**src/rtl/tsi_pkg.sv**
```systemverilog
package tsi_pkg;
  localparam int SAMPLE_W      = 8;
  localparam int BIT_W         = $clog2(SAMPLE_W);
  localparam int NUM_BANKS     = 3;
  localparam int CM_VAR_BIT    = 14;
  localparam int CTL_VAREN_BIT = 4;

  typedef logic [1:0] bank_t;

  // (b + k) modulo the bank count
  function automatic bank_t bank_add(bank_t b, int unsigned k);
    int unsigned t;
    t = (32'(b) + k) % NUM_BANKS;
    return t[1:0];
  endfunction
endpackage

```
**src/rtl/tsi_frame_timer.sv**
```systemverilog
module tsi_frame_timer
  import tsi_pkg::*;
#(
  parameter int NUM_CH = 32,
  localparam int FRAME_BITS = NUM_CH * SAMPLE_W,
  localparam int POS_W = $clog2(FRAME_BITS)
) (
  input  logic             clk,
  input  logic             rst,
  input  logic             fp_i,
  output logic [POS_W-1:0] pos_eff,
  output logic [POS_W-1:0] pos_q,
  output bank_t            bank_eff,
  output bank_t            bank_q
);
  always_comb begin
    pos_eff  = fp_i ? '0 : pos_q;
    bank_eff = fp_i ? bank_add(bank_q, 1) : bank_q;
  end

  always_ff @(posedge clk) begin
    if (rst) begin
      pos_q  <= '0;
      bank_q <= '0;
    end else begin
      pos_q  <= (pos_eff == POS_W'(FRAME_BITS - 1)) ? '0 : pos_eff + 1'b1;
      bank_q <= bank_eff;
    end
  end
endmodule

```
**src/rtl/tsi_sdp_ram.sv**
```systemverilog
module tsi_sdp_ram #(
  parameter int DW    = 8,
  parameter int DEPTH = 96,
  localparam int AW = $clog2(DEPTH)
) (
  input  logic          clk,
  input  logic          we,
  input  logic [AW-1:0] waddr,
  input  logic [DW-1:0] wdata,
  input  logic          re,
  input  logic [AW-1:0] raddr,
  output logic [DW-1:0] rdata
);
  logic [DW-1:0] mem [DEPTH];

  always_ff @(posedge clk) begin
    if (we) mem[waddr] <= wdata;
  end

  always_ff @(posedge clk) begin
    if (re) rdata <= mem[raddr];
  end
endmodule

```
**src/rtl/tsi_out_path.sv**
```systemverilog
module tsi_out_path
  import tsi_pkg::*;
#(
  parameter int NUM_CH  = 32,
  parameter int VAR_GAP = 7,
  localparam int CH_W  = $clog2(NUM_CH),
  localparam int POS_W = $clog2(NUM_CH * SAMPLE_W),
  localparam int DAW   = $clog2(NUM_BANKS * NUM_CH)
) (
  input  logic                clk,
  input  logic                rst,
  input  logic [POS_W-1:0]    pos_eff,
  input  bank_t               bank_eff,
  input  logic                var_en,
  input  logic [CH_W:0]       cm_rdata,
  input  logic [SAMPLE_W-1:0] dm_rdata,
  output logic                cm_re,
  output logic [CH_W-1:0]     cm_raddr,
  output logic                dm_re,
  output logic [DAW-1:0]      dm_raddr,
  output logic                rd_stb,
  output logic                load_stb,
  output logic                fill_q,
  output logic [SAMPLE_W-1:0] sh_q,
  output logic                ser_o
);
  logic [BIT_W-1:0] bit_idx;
  logic [CH_W-1:0]  ch_idx, dst_q, src;
  logic             last_ch, var_mode;
  bank_t            tgt_q, rd_bank;

  // Bank that holds the wanted input frame, relative to the target output frame
  function automatic bank_t pick_bank(bank_t tgt, logic [CH_W-1:0] d,
                                      logic [CH_W-1:0] s, logic vm);
    int unsigned di, si;
    di = 32'(d);
    si = 32'(s);
    if (!vm) return bank_add(tgt, 1);                       // frame N-2
    if (di >= si + VAR_GAP) return tgt;                     // frame N
    if (di + NUM_CH >= si + VAR_GAP) return bank_add(tgt, 2); // frame N-1
    return bank_add(tgt, 1);                                // frame N-2
  endfunction

  assign bit_idx  = pos_eff[BIT_W-1:0];
  assign ch_idx   = pos_eff[POS_W-1:BIT_W];
  assign last_ch  = (ch_idx == CH_W'(NUM_CH - 1));

  // Stage A: look up the connection word of the next output channel
  assign cm_re    = (bit_idx == BIT_W'(4));
  assign cm_raddr = last_ch ? '0 : ch_idx + 1'b1;

  // Stage B: fetch the sample from the chosen bank
  assign rd_stb   = (bit_idx == BIT_W'(5));
  assign src      = cm_rdata[CH_W-1:0];
  assign var_mode = cm_rdata[CH_W];
  assign rd_bank  = pick_bank(tgt_q, dst_q, src, var_mode);
  assign dm_re    = rd_stb;
  assign dm_raddr = DAW'(rd_bank) * DAW'(NUM_CH) + DAW'(src);

  // Stage C: load the shifter on the last bit of the current channel
  assign load_stb = (bit_idx == BIT_W'(SAMPLE_W - 1));

  always_ff @(posedge clk) begin
    if (rst) begin
      dst_q  <= '0;
      tgt_q  <= '0;
      fill_q <= 1'b0;
      sh_q   <= '0;
    end else begin
      if (cm_re) begin
        dst_q <= cm_raddr;
        tgt_q <= last_ch ? bank_add(bank_eff, 1) : bank_eff;
      end
      if (rd_stb) fill_q <= var_mode & ~var_en;
      if (load_stb) sh_q <= fill_q ? '1 : dm_rdata;
      else          sh_q <= {sh_q[SAMPLE_W-2:0], 1'b0};
    end
  end

  assign ser_o = sh_q[SAMPLE_W-1];
endmodule

```
**src/rtl/tsi_chan_switch.sv**
```systemverilog
module tsi_chan_switch
  import tsi_pkg::*;
#(
  parameter int NUM_CH  = 32,
  parameter int VAR_GAP = 7,
  localparam int CH_W = $clog2(NUM_CH)
) (
  input  logic            clk,
  input  logic            rst,
  input  logic            fp_i,
  input  logic            ser_i,
  output logic            ser_o,
  input  logic            cm_we,
  input  logic [CH_W-1:0] cm_addr,
  input  logic [15:0]     cm_wdata,
  input  logic            ctl_we,
  input  logic [15:0]     ctl_wdata
);
  localparam int POS_W = $clog2(NUM_CH * SAMPLE_W);
  localparam int DEPTH = NUM_BANKS * NUM_CH;
  localparam int DAW   = $clog2(DEPTH);
  localparam int CMW   = CH_W + 1;

  logic [POS_W-1:0]    pos_eff, pos_q;
  bank_t               bank_eff, bank_q;
  logic                var_en_q;
  logic [SAMPLE_W-1:0] rx_q, rx_byte;
  logic [CH_W-1:0]     in_ch;
  logic [BIT_W-1:0]    in_bit;
  logic                dm_we, dm_re;
  logic [DAW-1:0]      dm_waddr, dm_raddr;
  logic [SAMPLE_W-1:0] dm_rdata;
  logic                cm_re;
  logic [CH_W-1:0]     cm_raddr;
  logic [CMW-1:0]      cm_word, cm_rdata;
  logic                rd_stb, load_stb, fill_q;
  logic [SAMPLE_W-1:0] sh_q;
  logic                unused_bits;

  tsi_frame_timer #(.NUM_CH(NUM_CH)) timer_i (
    .clk(clk), .rst(rst), .fp_i(fp_i),
    .pos_eff(pos_eff), .pos_q(pos_q),
    .bank_eff(bank_eff), .bank_q(bank_q)
  );

  // Global control: variable-delay enable
  always_ff @(posedge clk) begin
    if (rst)         var_en_q <= 1'b0;
    else if (ctl_we) var_en_q <= ctl_wdata[CTL_VAREN_BIT];
  end

  // Receive side: deserialise and store each sample into the frame's bank
  assign in_bit  = pos_eff[BIT_W-1:0];
  assign in_ch   = pos_eff[POS_W-1:BIT_W];
  assign rx_byte = {rx_q[SAMPLE_W-2:0], ser_i};
  assign dm_we   = (in_bit == BIT_W'(SAMPLE_W - 1));
  assign dm_waddr = DAW'(bank_eff) * DAW'(NUM_CH) + DAW'(in_ch);

  always_ff @(posedge clk) begin
    if (rst) rx_q <= '0;
    else     rx_q <= rx_byte;
  end

  tsi_sdp_ram #(.DW(SAMPLE_W), .DEPTH(DEPTH)) data_mem_i (
    .clk(clk), .we(dm_we), .waddr(dm_waddr), .wdata(rx_byte),
    .re(dm_re), .raddr(dm_raddr), .rdata(dm_rdata)
  );

  // Connection memory: {variable mode, source channel}
  assign cm_word = {cm_wdata[CM_VAR_BIT], cm_wdata[CH_W-1:0]};

  tsi_sdp_ram #(.DW(CMW), .DEPTH(NUM_CH)) conn_mem_i (
    .clk(clk), .we(cm_we), .waddr(cm_addr), .wdata(cm_word),
    .re(cm_re), .raddr(cm_raddr), .rdata(cm_rdata)
  );

  tsi_out_path #(.NUM_CH(NUM_CH), .VAR_GAP(VAR_GAP)) out_i (
    .clk(clk), .rst(rst), .pos_eff(pos_eff), .bank_eff(bank_eff),
    .var_en(var_en_q), .cm_rdata(cm_rdata), .dm_rdata(dm_rdata),
    .cm_re(cm_re), .cm_raddr(cm_raddr), .dm_re(dm_re), .dm_raddr(dm_raddr),
    .rd_stb(rd_stb), .load_stb(load_stb), .fill_q(fill_q), .sh_q(sh_q),
    .ser_o(ser_o)
  );

  assign unused_bits = ^{cm_wdata, ctl_wdata};
endmodule

```
**config.mk**
```make
export PLATFORM = sky130hd
export DESIGN_NAME = tsi_chan_switch
export DESIGN_NICKNAME = d
export VERILOG_FILES = /design/src/rtl/tsi_pkg.sv /design/src/rtl/tsi_frame_timer.sv /design/src/rtl/tsi_sdp_ram.sv /design/src/rtl/tsi_out_path.sv /design/src/rtl/tsi_chan_switch.sv
export SDC_FILE = /design/constraint.sdc
export NUM_CORES = 1
export LEC_CHECK = 0
export BUFFER_PORTS_ARGS = -buffer_cell sky130_fd_sc_hd__buf_2
export CAP_MARGIN = 40
export CORE_MARGIN = 4
export CORE_UTILIZATION = 60
export DETAILED_ROUTE_END_ITERATION = 8
export HOLD_SLACK_MARGIN = 0.05
export PLACE_DENSITY = 0.77
export SLEW_MARGIN = 10
export SYNTH_ARGS = -nofsm -noshare
export SYNTH_HDL_FRONTEND = slang
export SYNTH_HIERARCHICAL = 1
export SYNTH_SLANG_ARGS = --single-unit
```
**constraint.sdc**
```tcl
create_clock -name clk -period 8.57 [get_ports clk]
set_input_delay 0.857 -clock clk [delete_from_list [all_inputs] [get_ports clk]]
set_output_delay 0.857 -clock clk [all_outputs]
set_load 0.1 [all_outputs]
```
# == Word level (Yosys, flattened, before mapping) ==
# Memory sizes are Yosys's and may differ from the RTL's. A register that Yosys moved wholly into a read port is not among the register bits.
# Cells that the tools add are included.
# W data, S select, Z words.
# totals
register_bits,34
ramBits,960
in_bits,43
elab_cells,58
memories,2
# memory_table
memory,words,width,read_ports,rd_ports_with_merged_regs,write_ports,line,rtl
data_mem_i.mem,96,8,1,1,1,tsi_sdp_ram.sv:14,logic [DW-1:0] mem [DEPTH];
conn_mem_i.mem,32,6,1,1,1,tsi_sdp_ram.sv:14,
# classes
add_sub_neg,10
div,4
n_lt_le_gt_ge,2
n_eq_ne,5
muxes,21
n_bitwise,3
reduce_logical,2
# op_table
operator,n
$mod A32 B2 Y32 const B,4
$ge A32 B32 Y1,1
$ge A5 B32 Y1,1
$mux W8,3
$mux W2,8
$add A7 B5 Y7,2
$add A2 B1 Y3 const B,3
$eq A3 B3 Y1 const B,3
$mux W1,9
$add A8 B1 Y8 const B,1
$eq A8 B8 Y1 const B,1
$add A5 B6 Y7 const B,1
$add A5 B3 Y6 const B,1
$add A5 B1 Y5 const B,1
$eq A5 B5 Y1 const B,1
$mux W5,1
$reduce_or A2 Y1,2
$add A2 B2 Y3 const B,1
$not A1 Y1,2
$and A1 B1 Y1,1

# == Longest topological paths before layout ==
# Gate-level depths: netlist of run 1.
# depth
ltp_word,10
ltp_mapped,15
mapped_depth_nobuf,15

# == Modules after synthesis ==
# The synthesis of run 1 kept the hierarchy.
# by_module_without_submodules
module,instances,cells_each,area_per_inst_um2,seq_area_each_um2
tsi_sdp_ram (data_mem_i),1,1437,30147.7,23302.3
tsi_sdp_ram (conn_mem_i),1,323,7649.8,5945.7
tsi_out_path,1,140,1121.1,320.3
tsi_frame_timer,1,54,506.7,200.2
tsi_chan_switch,1,18,224.0,160.2

# == Worst setup path before layout of run 1 ==
# Ideal clock, no wire load.
# synth_path
path_type,in2reg
from,in fp_i
to,"reg conn_mem_i.rdata[0], read port of conn_mem_i.mem (data pin)"
setup_time_ns,0.260
t_arrival_ns,3.769
required_time_ns,8.310
setup_slack_ns,4.542
path_stages,12
path_cell_list,buf_2 nor2b_1 ha_1 and3_1 ha_1 clkbuf_1 nor2_1 clkbuf_1 clkbuf_1 mux4_2 mux4_2 mux2_2
# synth_between
elab_chain_len,3
# synth_lines
element,line,rtl
start: declaration,tsi_chan_switch.sv:10,"input logic fp_i,"
$mux W8 *,tsi_frame_timer.sv:17,pos_eff = fp_i ? '0 : pos_q;
net pos_eff[3],tsi_chan_switch.sv:24,"logic [POS_W-1:0] pos_eff, pos_q;"
$add A5 B1 Y5 or $eq A5 B5 Y1 (tied branches),"tsi_out_path.sv:50, tsi_out_path.sv:46",
$mux W5 *,tsi_out_path.sv:50,assign cm_raddr = last_ch ? '0 : ch_idx + 1'b1;
net cm_raddr[2],tsi_chan_switch.sv:34,logic [CH_W-1:0] cm_raddr;
end: declaration,tsi_sdp_ram.sv:12,output logic [DW-1:0] rdata
# The timed path passes the listed nets; every way through them passes the cells marked *.
# A chain may end at the register's enable or synchronous reset.

# == Worst setup path after layout of run 1 ==
# layout_path
from,"reg conn_mem_i.rdata[1], read port of conn_mem_i.mem"
to,"reg data_mem_i.rdata[0], read port of data_mem_i.mem (data pin)"
# layout_between
elab_chain_len,9
# layout_lines
element,line,rtl
$add A5 B3 Y6,"tsi_out_path.sv:39, tsi_out_path.sv:40",
$ge A32 B32 Y1,tsi_out_path.sv:40,"if (di + NUM_CH >= si + VAR_GAP) return bank_add(tgt, 2);"
$mux W1 (2 in series),tsi_out_path.sv:40,
$mux W1,tsi_out_path.sv:39,if (di >= si + VAR_GAP) return tgt;
$mux W2,tsi_out_path.sv:41,"return bank_add(tgt, 1);"
$mux W2,tsi_out_path.sv:40,
$mux W2,tsi_out_path.sv:39,
$add A7 B5 Y7 *,tsi_out_path.sv:58,assign dm_raddr = DAW'(rd_bank) * DAW'(NUM_CH) + DAW'(src);
net dm_raddr[5],tsi_chan_switch.sv:31,"logic [DAW-1:0] dm_waddr, dm_raddr;"
end: declaration,tsi_sdp_ram.sv:12,
# The timed path passes the listed nets; every way through them passes the cells marked *. The select of a mux whose other input is x is not followed.

==> run summary, run 1 <==
Status = finished clean
Sequential share of power = 55.2%
DR WL met2 = 42400 um
Met3 Routed Length = 7870 um
Yosys warnings = 6
Maximum VDD drop = 0.238 mV
Die width = 265 um
Crit path cell chain = buf_4 -> inv_1 -> ha_1 -> inv_1 -> o21ai_0 -> xor2_1 -> ha_1 -> nor2_1 -> nor3_1 -> nor4_1 -> nor2b_1 -> o21ai_0 -> a2111oi_0 -> a211o_1
Row Count = 93
Maximum clock path buffer count = 3
DRT antenna net count = 0
Period utilisation layout = 57.3%
Maxcap violations = 0
CTS Buf Count = 96
Worst rel slew slack = 30.2%
Drt first pass iters = 6
Die height = 265 um
Top Layer Used = met4
P per Cell Area = 221 mW/mm^2
Antenna violations before repair = 3
Worst slew pin tran = 1.04 ns
Fmax = 0.204 GHz
Root buffer cell = clkbuf_16
Top Ports = 44
WL final = 85700 um
Reg2reg path depth = 14
Later-pin clock latency in the skew report = 0.66 ns
CTS sink count = 1008
CP Launch Type = register
Internal power = 7.92 mW
Switching share of power = 18.9%
Mapped Area = 0.0396 sq mm
Net Switching = 1.85 mW
Mean post-synth cell area = 20.1 sq um
Core ar. = 0.0649 sq mm
CTS tree = yes
Critical Path AT = 5.42 ns
Kind of critical path = reg2reg
CP max stage cell = nor4_1
Pre-CTS setup slack = 3.80 ns
Clk_skew = 0.0263 ns
Area grow syn2layout = 11.4%
Layout net count = 2108
CP Capture Type = register
Met1 WL = 32900 um
RSZ-0062 raised after global routing = no
Number of global-route vias before repair = 20.2k
Cell count after synthesis = 1970
Post-cts resize count = 0
Setup TNS = 0 ns
Cts hold-fix bufs = 0
DR vias = 19.9k
Vias/cell = 6.67
RePlAce Congestion = 0.908
Final HPWL DP = 50600 um
Initial DRC Count = 2894
DRC Markers = 0
Worst Path Max Fanout = 54
Leak pwr = 13.0 nW
Count of final setup violators = 0
Final worst slack = 3.66 ns
Max incr delay on CP = 0.89 ns
Hold path depth = 2
Combinational power share = 1.0%
Die Footprint = 0.0702 sq mm
GRT Resource Usage Total = 24.8%
Starting density of the core = 61.0%
Htree depth = 3
Clock group share of total power = 43.8%
Fin crit period = 4.91 ns
Worst hold path class = reg2reg
Syn nets = 2026
Share of cells above drive strength 1 = 23.4%
CTS clk-pin slew, worst paths = 0.06 ns
Global-route wire length before repair = 130000 um
Final Max Tran Viols = 0
Fill cell count = 3873
Port Buffers = 18
Final Hold Fails = 0
DR WL/cell = 28.7 um
GRT Residual Overflow = 0
CP required = 9.08 ns
Largest net degree at the start of global routing = 95
Post-CTS Repair Setup Buffers = 0
-- sequential cells by signal (all words and copies together) (netlist names) --
register,cells
data_mem_i/mem,768
conn_mem_i/mem,192
data_mem_i/rdata,8
out_i/sh_q,8
timer_i/pos_q,8
rx_q,7
conn_mem_i/rdata,6
out_i/dst_q,5
out_i/tgt_q,2
timer_i/bank_q,2
out_i/fill_q,1
var_en_q,1
-- stage by stage --
| step | cell area [sq um] | std cells | util, % | total power, mW | hold WS (ns) |
|---|---|---|---|---|---|
| final | 44200 | 2982 | 68.0 | 9.76 | 0.464 |
| after global routing | 44200 | 2981 | 68.0 | 10.0 | 0.497 |
| after CTS | 44100 | 2973 | 67.9 | 9.81 | 0.461 |
| after detailed placement | 40900 | 2801 | 63.0 | 5.59 | 0.454 |
| after global placement | 40500 | 2771 | 62.4 | 5.58 | 0.447 |
| after floorplan | 39600 | 1970 | - | 5.53 | 0.436 |
-- per-layer routing --
metal | vias to the layer above | track usage [%]
li1 | 8242 | -
met1 | 10400 | 36.0
met2 | 1101 | 39.4
met3 | 176 | 4.69
met4 | 0 | 7.27
met5 | - | 0
-- power by group through the flow --
stage | clock [mW] | sequential, mW | combinational, mW
after detailed placement | 0 | 5.49 | 0.0970
after global placement | 0 | 5.50 | 0.0757
after global routing | 4.56 | 5.38 | 0.107
final | 4.28 | 5.39 | 0.0998
after floorplan | 0 | 5.50 | 0.0337
after CTS | 4.33 | 5.39 | 0.0982
-- placed cells by master, fill, tap and decap left out, drive strengths merged, types with 6 or more instances in the layout --
cell type and count:
edfxtp 974, mux4 239, nor2 174, clkbuf 114
buf 81, nand2 65, mux2i 57, nand3 42
nor2b 38, clkinv 38, dfxtp 34, a22oi 30
nor3 21, o21ai 17, inv 17, bufinv 14
a21oi 13, a211oi 13, ha 13, nand2b 11
mux2 11, o22ai 9, a221oi 9, nand3b 8
and3 8, a31oi 7, xor2 6
-- worst max-delay path: cells and delay by family (launching register included) --
kind | cells | cell delay, ns
xor gates and xnor gates | 1 | 0.19
AOI/OAI and AO/OA | 4 | 0.96
buffers and inverters | 3 | 0.81
DFF | 1 | 0.43
adders and majority gates | 2 | 0.58
and+or+nand+nor | 4 | 1.82
-- layout make-up --
type,instances,area [sq um],share of cell area (%)
Sequential cell,1008,29900,67.8
Multi-Input combinational cell,852,9150,20.7
Clock buffer,114,2510,5.68
Tap cell,855,1070,2.42
Timing Repair Buffer,81,767,1.74
Clock inverter,58,677,1.53
Inverter,13,50.0,0.113
Antenna cell,1,2.50,0.00567
-- worst paths after layout --
path	to	startpoint	slack, ns
worst max register to register	data_mem_i/rdata[0]	conn_mem_i/rdata[1]	3.66
worst min-delay path	out_i/dst_q[0]	out_i/dst_q[0]	0.46
worst min register to register	out_i/dst_q[0]	out_i/dst_q[0]	0.46
worst max-delay path	data_mem_i/rdata[0]	conn_mem_i/rdata[1]	3.66
Power figures use the tool's default switching activity.
==> inputs of run 2 (changes only) <==
Clock period 8.57 ns to 4.8 ns, I/O delays scaled along.
==> run summary, run 2 (same netlist as run 1, synthesis figures left out) <==
Die Footprint = 0.0702 sq mm (unchanged)
Fill cell count = 3908 (was 3873)
Htree depth = 3 (unchanged)
Most frequent cells in the layout = 974 x edfxtp_1, 239 x mux4_2, 172 x nor2_1, 99 x clkbuf_16 (was 974 x edfxtp_1, 239 x mux4_2, 172 x nor2_1, 96 x clkbuf_16, 65 x nand2_1)
RePlAce Congestion = 0.846 (was 0.908)
Reg2reg path depth = 14 (unchanged)
Row Count = 93 (unchanged)
Fin crit period = 4.04 ns (was 4.91 ns)
Final HPWL DP = 51800 um (was 50600 um)
Maximum VDD drop = 0.352 mV (was 0.238 mV)
Post-route total power = 17.1 mW (was 9.76 mW)
Crit path cell chain = inv_1 -> ha_1 -> inv_1 -> o21ai_0 -> xor2_1 -> ha_1 -> nor2_1 -> nor3_1 -> nor4_1 -> buf_4 -> nor2b_1 -> o21ai_0 -> a2111oi_0 -> a211o_1 (was buf_4 -> inv_1 -> ha_1 -> inv_1 -> o21ai_0 -> xor2_1 -> ha_1 -> nor2_1 -> nor3_1 -> nor4_1 -> nor2b_1 -> o21ai_0 -> a2111oi_0 -> a211o_1)
Worst rel slew slack = 35.6% (was 30.2%)
Top Ports = 44 (unchanged)
Global-route wire length before repair = 130000 um (about the same)
DRC Markers = 0 (unchanged)
Die height = 265 um (unchanged)
Die width = 265 um (unchanged)
Placed cells = 2813 (was 2801)
Status = finished clean (unchanged)
Post-cts resize count = 0 (unchanged)
Final Max Tran Viols = 0 (unchanged)
Starting density of the core = 61.0% (unchanged)
DR vias = 20.0k (was 19.9k)
Critical Path AT = 4.56 ns (was 5.42 ns)
Clk_skew = 0.0296 ns (was 0.0263 ns)
Largest register by flop count = data_mem_i/mem (unchanged)
Worst hold path class = in2reg (was reg2reg)
Maximum clock path buffer count = 3 (unchanged)
CTS tree = yes (unchanged)
DR WL/cell = 28.4 um (was 28.7 um)
CTS Buf Count = 97 (was 96)
Maxcap violations = 0 (unchanged)
WL final = 85300 um (was 85700 um)
Largest net degree at the start of global routing = 105 (was 95)
Worst slew pin tran = 0.964 ns (was 1.04 ns)
Post-route core utilization = 68.0% (about the same)
CTS clk-pin slew, worst paths = 0.06 ns (about the same)
Cts hold-fix bufs = 0 (unchanged)
Worst Path Max Fanout = 8 (was 54)
Finished Layout Cells = 3005 (was 2982)
DRT antenna net count = 0 (unchanged)
Max incr delay on CP = 0.58 ns (was 0.89 ns)
Final Hold Fails = 0 (unchanged)
Placed instance area = 0.0410 sq mm (was 0.0409 sq mm)
CP Capture Type = register (unchanged)
Layout net count = 2123 (was 2108)
Fmax = 0.247 GHz (was 0.204 GHz)
Count of final setup violators = 0 (unchanged)
Post-route cell area = 0.0441 sq mm (was 0.0442 sq mm)
Regs by FF count = data_mem_i/mem (768), conn_mem_i/mem (192) (unchanged)
Later-pin clock latency in the skew report = 0.65 ns (was 0.66 ns)
RSZ-0062 raised after global routing = no (unchanged)
Pre-CTS setup slack = 0.802 ns (was 3.80 ns)
CP Launch Type = register (unchanged)
Period utilisation layout = 84.2% (was 57.3%)
Hold path depth = 3 (was 2)
GRT Resource Usage Total = 24.6% (was 24.8%)
Area grow syn2layout = 11.4% (about the same)
Core ar. = 0.0649 sq mm (unchanged)
Final worst slack = 0.757 ns (was 3.66 ns)
Setup TNS = 0 ns (unchanged)
Fin Hold WS = 0.0989 ns (was 0.464 ns)
Most common cell after layout, fill and taps aside = edfxtp_1 (unchanged)
Port Buffers = 18 (unchanged)
Max reg flops = 768 (unchanged)
Number of global-route vias before repair = 20.4k (was 20.2k)
Share of cells above drive strength 1 = 23.7% (was 23.4%)
P per Cell Area = 388 mW/mm^2 (was 221 mW/mm^2)
Initial DRC Count = 2729 (was 2894)
GRT Residual Overflow = 0 (unchanged)
CP required = 5.31 ns (was 9.08 ns)
Antenna violations before repair = 1 (was 3)
Drt first pass iters = 5 (was 6)
CP max stage cell = a2111oi_0 (was nor4_1)
Leak pwr = 13.0 nW (about the same)
CTS sink count = 1008 (unchanged)
Post-CTS Repair Setup Buffers = 0 (unchanged)
Root buffer cell = clkbuf_16 (unchanged)
Kind of critical path = reg2reg (unchanged)
Vias/cell = 6.64 (was 6.67)
==> run 2: cell count changes in the layout (fill, tap and decap cells not counted), sizes merged <==
cell	previous run	this run
clkbuf	114	130
buf	81	95
bufinv	14	5
clkinv	38	41
inv	17	16
==> run 2: final timing paths <==
path | slack (ns) | to | startpoint
setup / recovery | 0.76 | data_mem_i/rdata[2] | conn_mem_i/rdata[0]
hold / removal | 0.1 | var_en_q | ctl_wdata[4]
setup reg to reg | 0.76 | data_mem_i/rdata[2] | conn_mem_i/rdata[0]
hold reg to reg | 0.46 | out_i/dst_q[0] | out_i/dst_q[0]
==> run 2: power breakdown <==
part / switching [mW] / internal, mW / leakage [nW]
clock network: 3.15 / 4.21 / 1.53
logic: 0.131 / 0.0415 / 3.21
registers: 0.0173 / 9.60 / 8.23
total: 3.30 / 13.8 / 13.0
==> run 2: layout make-up <==
class | count | area, sq um | share of cell area, %
clock buffer | 130 | 2680 | 6.08
sequential | 1008 | 29900 | 67.8
inverter | 13 | 50.0 | 0.113
multi-input combinational | 852 | 9140 | 20.7
antenna | 1 | 2.50 | 0.00567
clock inverter | 51 | 414 | 0.938
timing repair buffer | 95 | 841 | 1.90
tap | 855 | 1070 | 2.42
==> run 2: per-layer routing <==
metal	GRT usage [%]	vias up	part of all wire, %
li1	-	8287	-
met1	34.5	10300	36
met2	39.9	1208	50
met3	4.99	164	11
met4	7.92	0	3.1
met5	0	-	0
==> run 2: critical path, delay by kind of cell (launching register included) <==
family                     cells  cell delay [ns]
AOI/OAI and AO/OA              4             1.14
xor gates and xnor gates       1             0.21
adders and majority gates      2             0.48
buffers and inverters          3             0.37
DFF                            1             0.45
and+or+nand+nor                4             1.25
==> inputs of run 3 (changes only) <==
Settings changed: CORE_UTILIZATION 60 to 57.
Clock period 4.8 ns to 3.3 ns, I/O delays scaled along.
==> run summary, run 3 (same netlist as run 1, synthesis figures left out) <==
Final worst slack = -0.114 ns (was 0.757 ns)
Fmax = 0.293 GHz (was 0.247 GHz)
Later-pin clock latency in the skew report = 0.68 ns (was 0.65 ns)
Fin crit period = 3.41 ns (was 4.04 ns)
CP max stage cell = nor4_4 (was a2111oi_0)
Post-route total power = 24.7 mW (was 17.1 mW)
Failing checks = negative setup slack
RePlAce Congestion = 0.852 (was 0.846)
Placed cells = 3019 (was 2813)
RSZ-0062 raised after global routing = yes (was no)
DRT antenna net count = 0 (unchanged)
Share of cells above drive strength 1 = 28.7% (was 23.7%)
CTS Buf Count = 98 (was 97)
Global-route wire length before repair = 134000 um (was 130000 um)
Core ar. = 0.0687 sq mm (was 0.0649 sq mm)
Regs by FF count = data_mem_i/mem (768), conn_mem_i/mem (192) (unchanged)
CTS sink count = 1008 (unchanged)
Most frequent CP cell = buf_6
CTS tree = yes (unchanged)
Starting density of the core = 57.7% (was 61.0%)
Maxcap violations = 0 (unchanged)
Status = finished, violations left (was finished clean)
Critical Path AT = 3.95 ns (was 4.56 ns)
Leak pwr = 13.7 nW (was 13.0 nW)
Max incr delay on CP = 0.44 ns (was 0.58 ns)
Most common cell after layout, fill and taps aside = edfxtp_1 (unchanged)
Maximum VDD drop = 0.522 mV (was 0.352 mV)
WL final = 89400 um (was 85300 um)
Die height = 272 um (was 265 um)
DRC Markers = 0 (unchanged)
Most frequent cells in the layout = 974 x edfxtp_1, 239 x mux4_2, 185 x buf_4, 171 x nor2_1, 99 x clkbuf_16 (was 974 x edfxtp_1, 239 x mux4_2, 172 x nor2_1, 99 x clkbuf_16)
Htree depth = 3 (unchanged)
Largest register by flop count = data_mem_i/mem (unchanged)
Largest net degree at the start of global routing = 101 (was 105)
Layout net count = 2258 (was 2123)
Period utilisation layout = 103% (was 84.2%)
Die Footprint = 0.0738 sq mm (was 0.0702 sq mm)
Die width = 272 um (was 265 um)
P per Cell Area = 544 mW/mm^2 (was 388 mW/mm^2)
Maximum clock path buffer count = 3 (unchanged)
Port Buffers = 18 (unchanged)
Antenna diodes = 0 (was 1)
Final Max Tran Viols = 0 (unchanged)
DR vias = 20.5k (was 20.0k)
Count of final setup violators = 8 (was 0)
CP required = 3.84 ns (was 5.31 ns)
DR WL/cell = 27.8 um (was 28.4 um)
Final HPWL DP = 54700 um (was 51800 um)
Number of global-route vias before repair = 21.1k (was 20.4k)
Row Count = 96 (was 93)
CP Launch Type = register (unchanged)
Max reg flops = 768 (unchanged)
Fin Hold WS = 0.176 ns (was 0.0989 ns)
Clk_skew = 0.0440 ns (was 0.0296 ns)
Post-route core utilization = 66.1% (was 68.0%)
Antenna violations before repair = 0 (was 1)
Hold path depth = 3 (unchanged)
CP Capture Type = register (unchanged)
Area grow syn2layout = 14.6% (was 11.4%)
Root buffer cell = clkbuf_16 (unchanged)
Crit path cell chain = buf_6 -> nor3_4 -> xor2_1 -> ha_1 -> o211ai_1 -> o211a_4 -> o211a_1 -> nor4_4 -> buf_6 -> o221ai_1 -> a31oi_1 -> o21ai_1 -> buf_4 -> nand3_1 (was inv_1 -> ha_1 -> inv_1 -> o21ai_0 -> xor2_1 -> ha_1 -> nor2_1 -> nor3_1 -> nor4_1 -> buf_4 -> nor2b_1 -> o21ai_0 -> a2111oi_0 -> a211o_1)
Kind of critical path = reg2reg (unchanged)
GRT Residual Overflow = 0 (unchanged)
Drt first pass iters = 6 (was 5)
Final Hold Fails = 0 (unchanged)
Reg2reg path depth = 14 (unchanged)
Worst hold path class = in2reg (unchanged)
Worst Path Max Fanout = 6 (was 8)
Vias/cell = 6.38 (was 6.64)
Worst slew pin tran = 0.961 ns (was 0.964 ns)
Finished Layout Cells = 3215 (was 3005)
Initial DRC Count = 2732 (was 2729)
Worst rel slew slack = 35.7% (was 35.6%)
Top Ports = 44 (unchanged)
GRT Resource Usage Total = 24.4% (was 24.6%)
CTS clk-pin slew, worst paths = 0.06 ns (about the same)
run 3: cell count changes in the layout (fill, tap and decap cells not counted), moves of 4 or more:
cell,before,now
buf_12,6,12
clkbuf_1,22,30
bufinv_16,5,1
o21ai_0,14,8
buf_4,65,185
clkinv_2,21,16
o21ai_2,0,4
buf_6,0,6
run 3: critical path, delay by kind of cell (launching register included):
kind	cells	cell delay, ns
and+or+nand+nor	3	0.69
xor gates and xnor gates	1	0.09
adders and majority gates	1	0.32
AOI/OAI and AO/OA	6	1.26
DFF	1	0.41
buffers and inverters	3	0.55
run 3: final cells by class:
class / count / area, sq um
sequential: 1008 / 29900
fill: 4322 / 23300
multi-input combinational: 852 / 9310
clock buffer: 139 / 2730
timing repair buffer: 229 / 1940
tap: 931 / 1160
clock inverter: 43 / 280
inverter: 13 / 50.0
run 3: stage by stage:
stage	TNS, ns	cell area, sq um	setup slack, ns
2_1_floorplan	0	39600	0.0167
6_report	-0.466	45400	-0.114
3_5_place_dp	-3.03	42100	-0.614
4_1_cts	0	45200	0.00116
5_1_grt	-1.04	45400	-0.167
3_3_place_gp	-2.79	42000	-0.549
run 3: power by group:
part	internal, mW	switching, mW
clock	5.84	4.59
sequential	14.0	0.0245
combinational	0.0678	0.201
run 3: timing repair:
item	CTS	global route
hold buffers	3	0
cloned	1	1
pin swaps	4	19
gates resized for setup	11	37
setup buffers	5	4
setup endpoints to repair	8	8
endpoints found under the hold margin	2	0
run 3: path summary, 6_finish.rpt:
| check | startpoint | end | slack [ns] |
|---|---|---|---|
| max | conn_mem_i/rdata[0] | data_mem_i/rdata[5] | -0.11 |
| min | fp_i | timer_i/pos_q[4] | 0.18 |
| max reg2reg | conn_mem_i/rdata[0] | data_mem_i/rdata[5] | -0.11 |
| min reg2reg | out_i/dst_q[0] | out_i/dst_q[0] | 0.46 |
run 3: layer usage:
metal	GRT usage, %	routed length (um)	vias to the layer above
met5	0	0	-
met4	7.13	2100	0
met3	4.25	9170	148
met2	40.1	45000	1227
met1	34.6	33100	10600
li1	-	-	8548
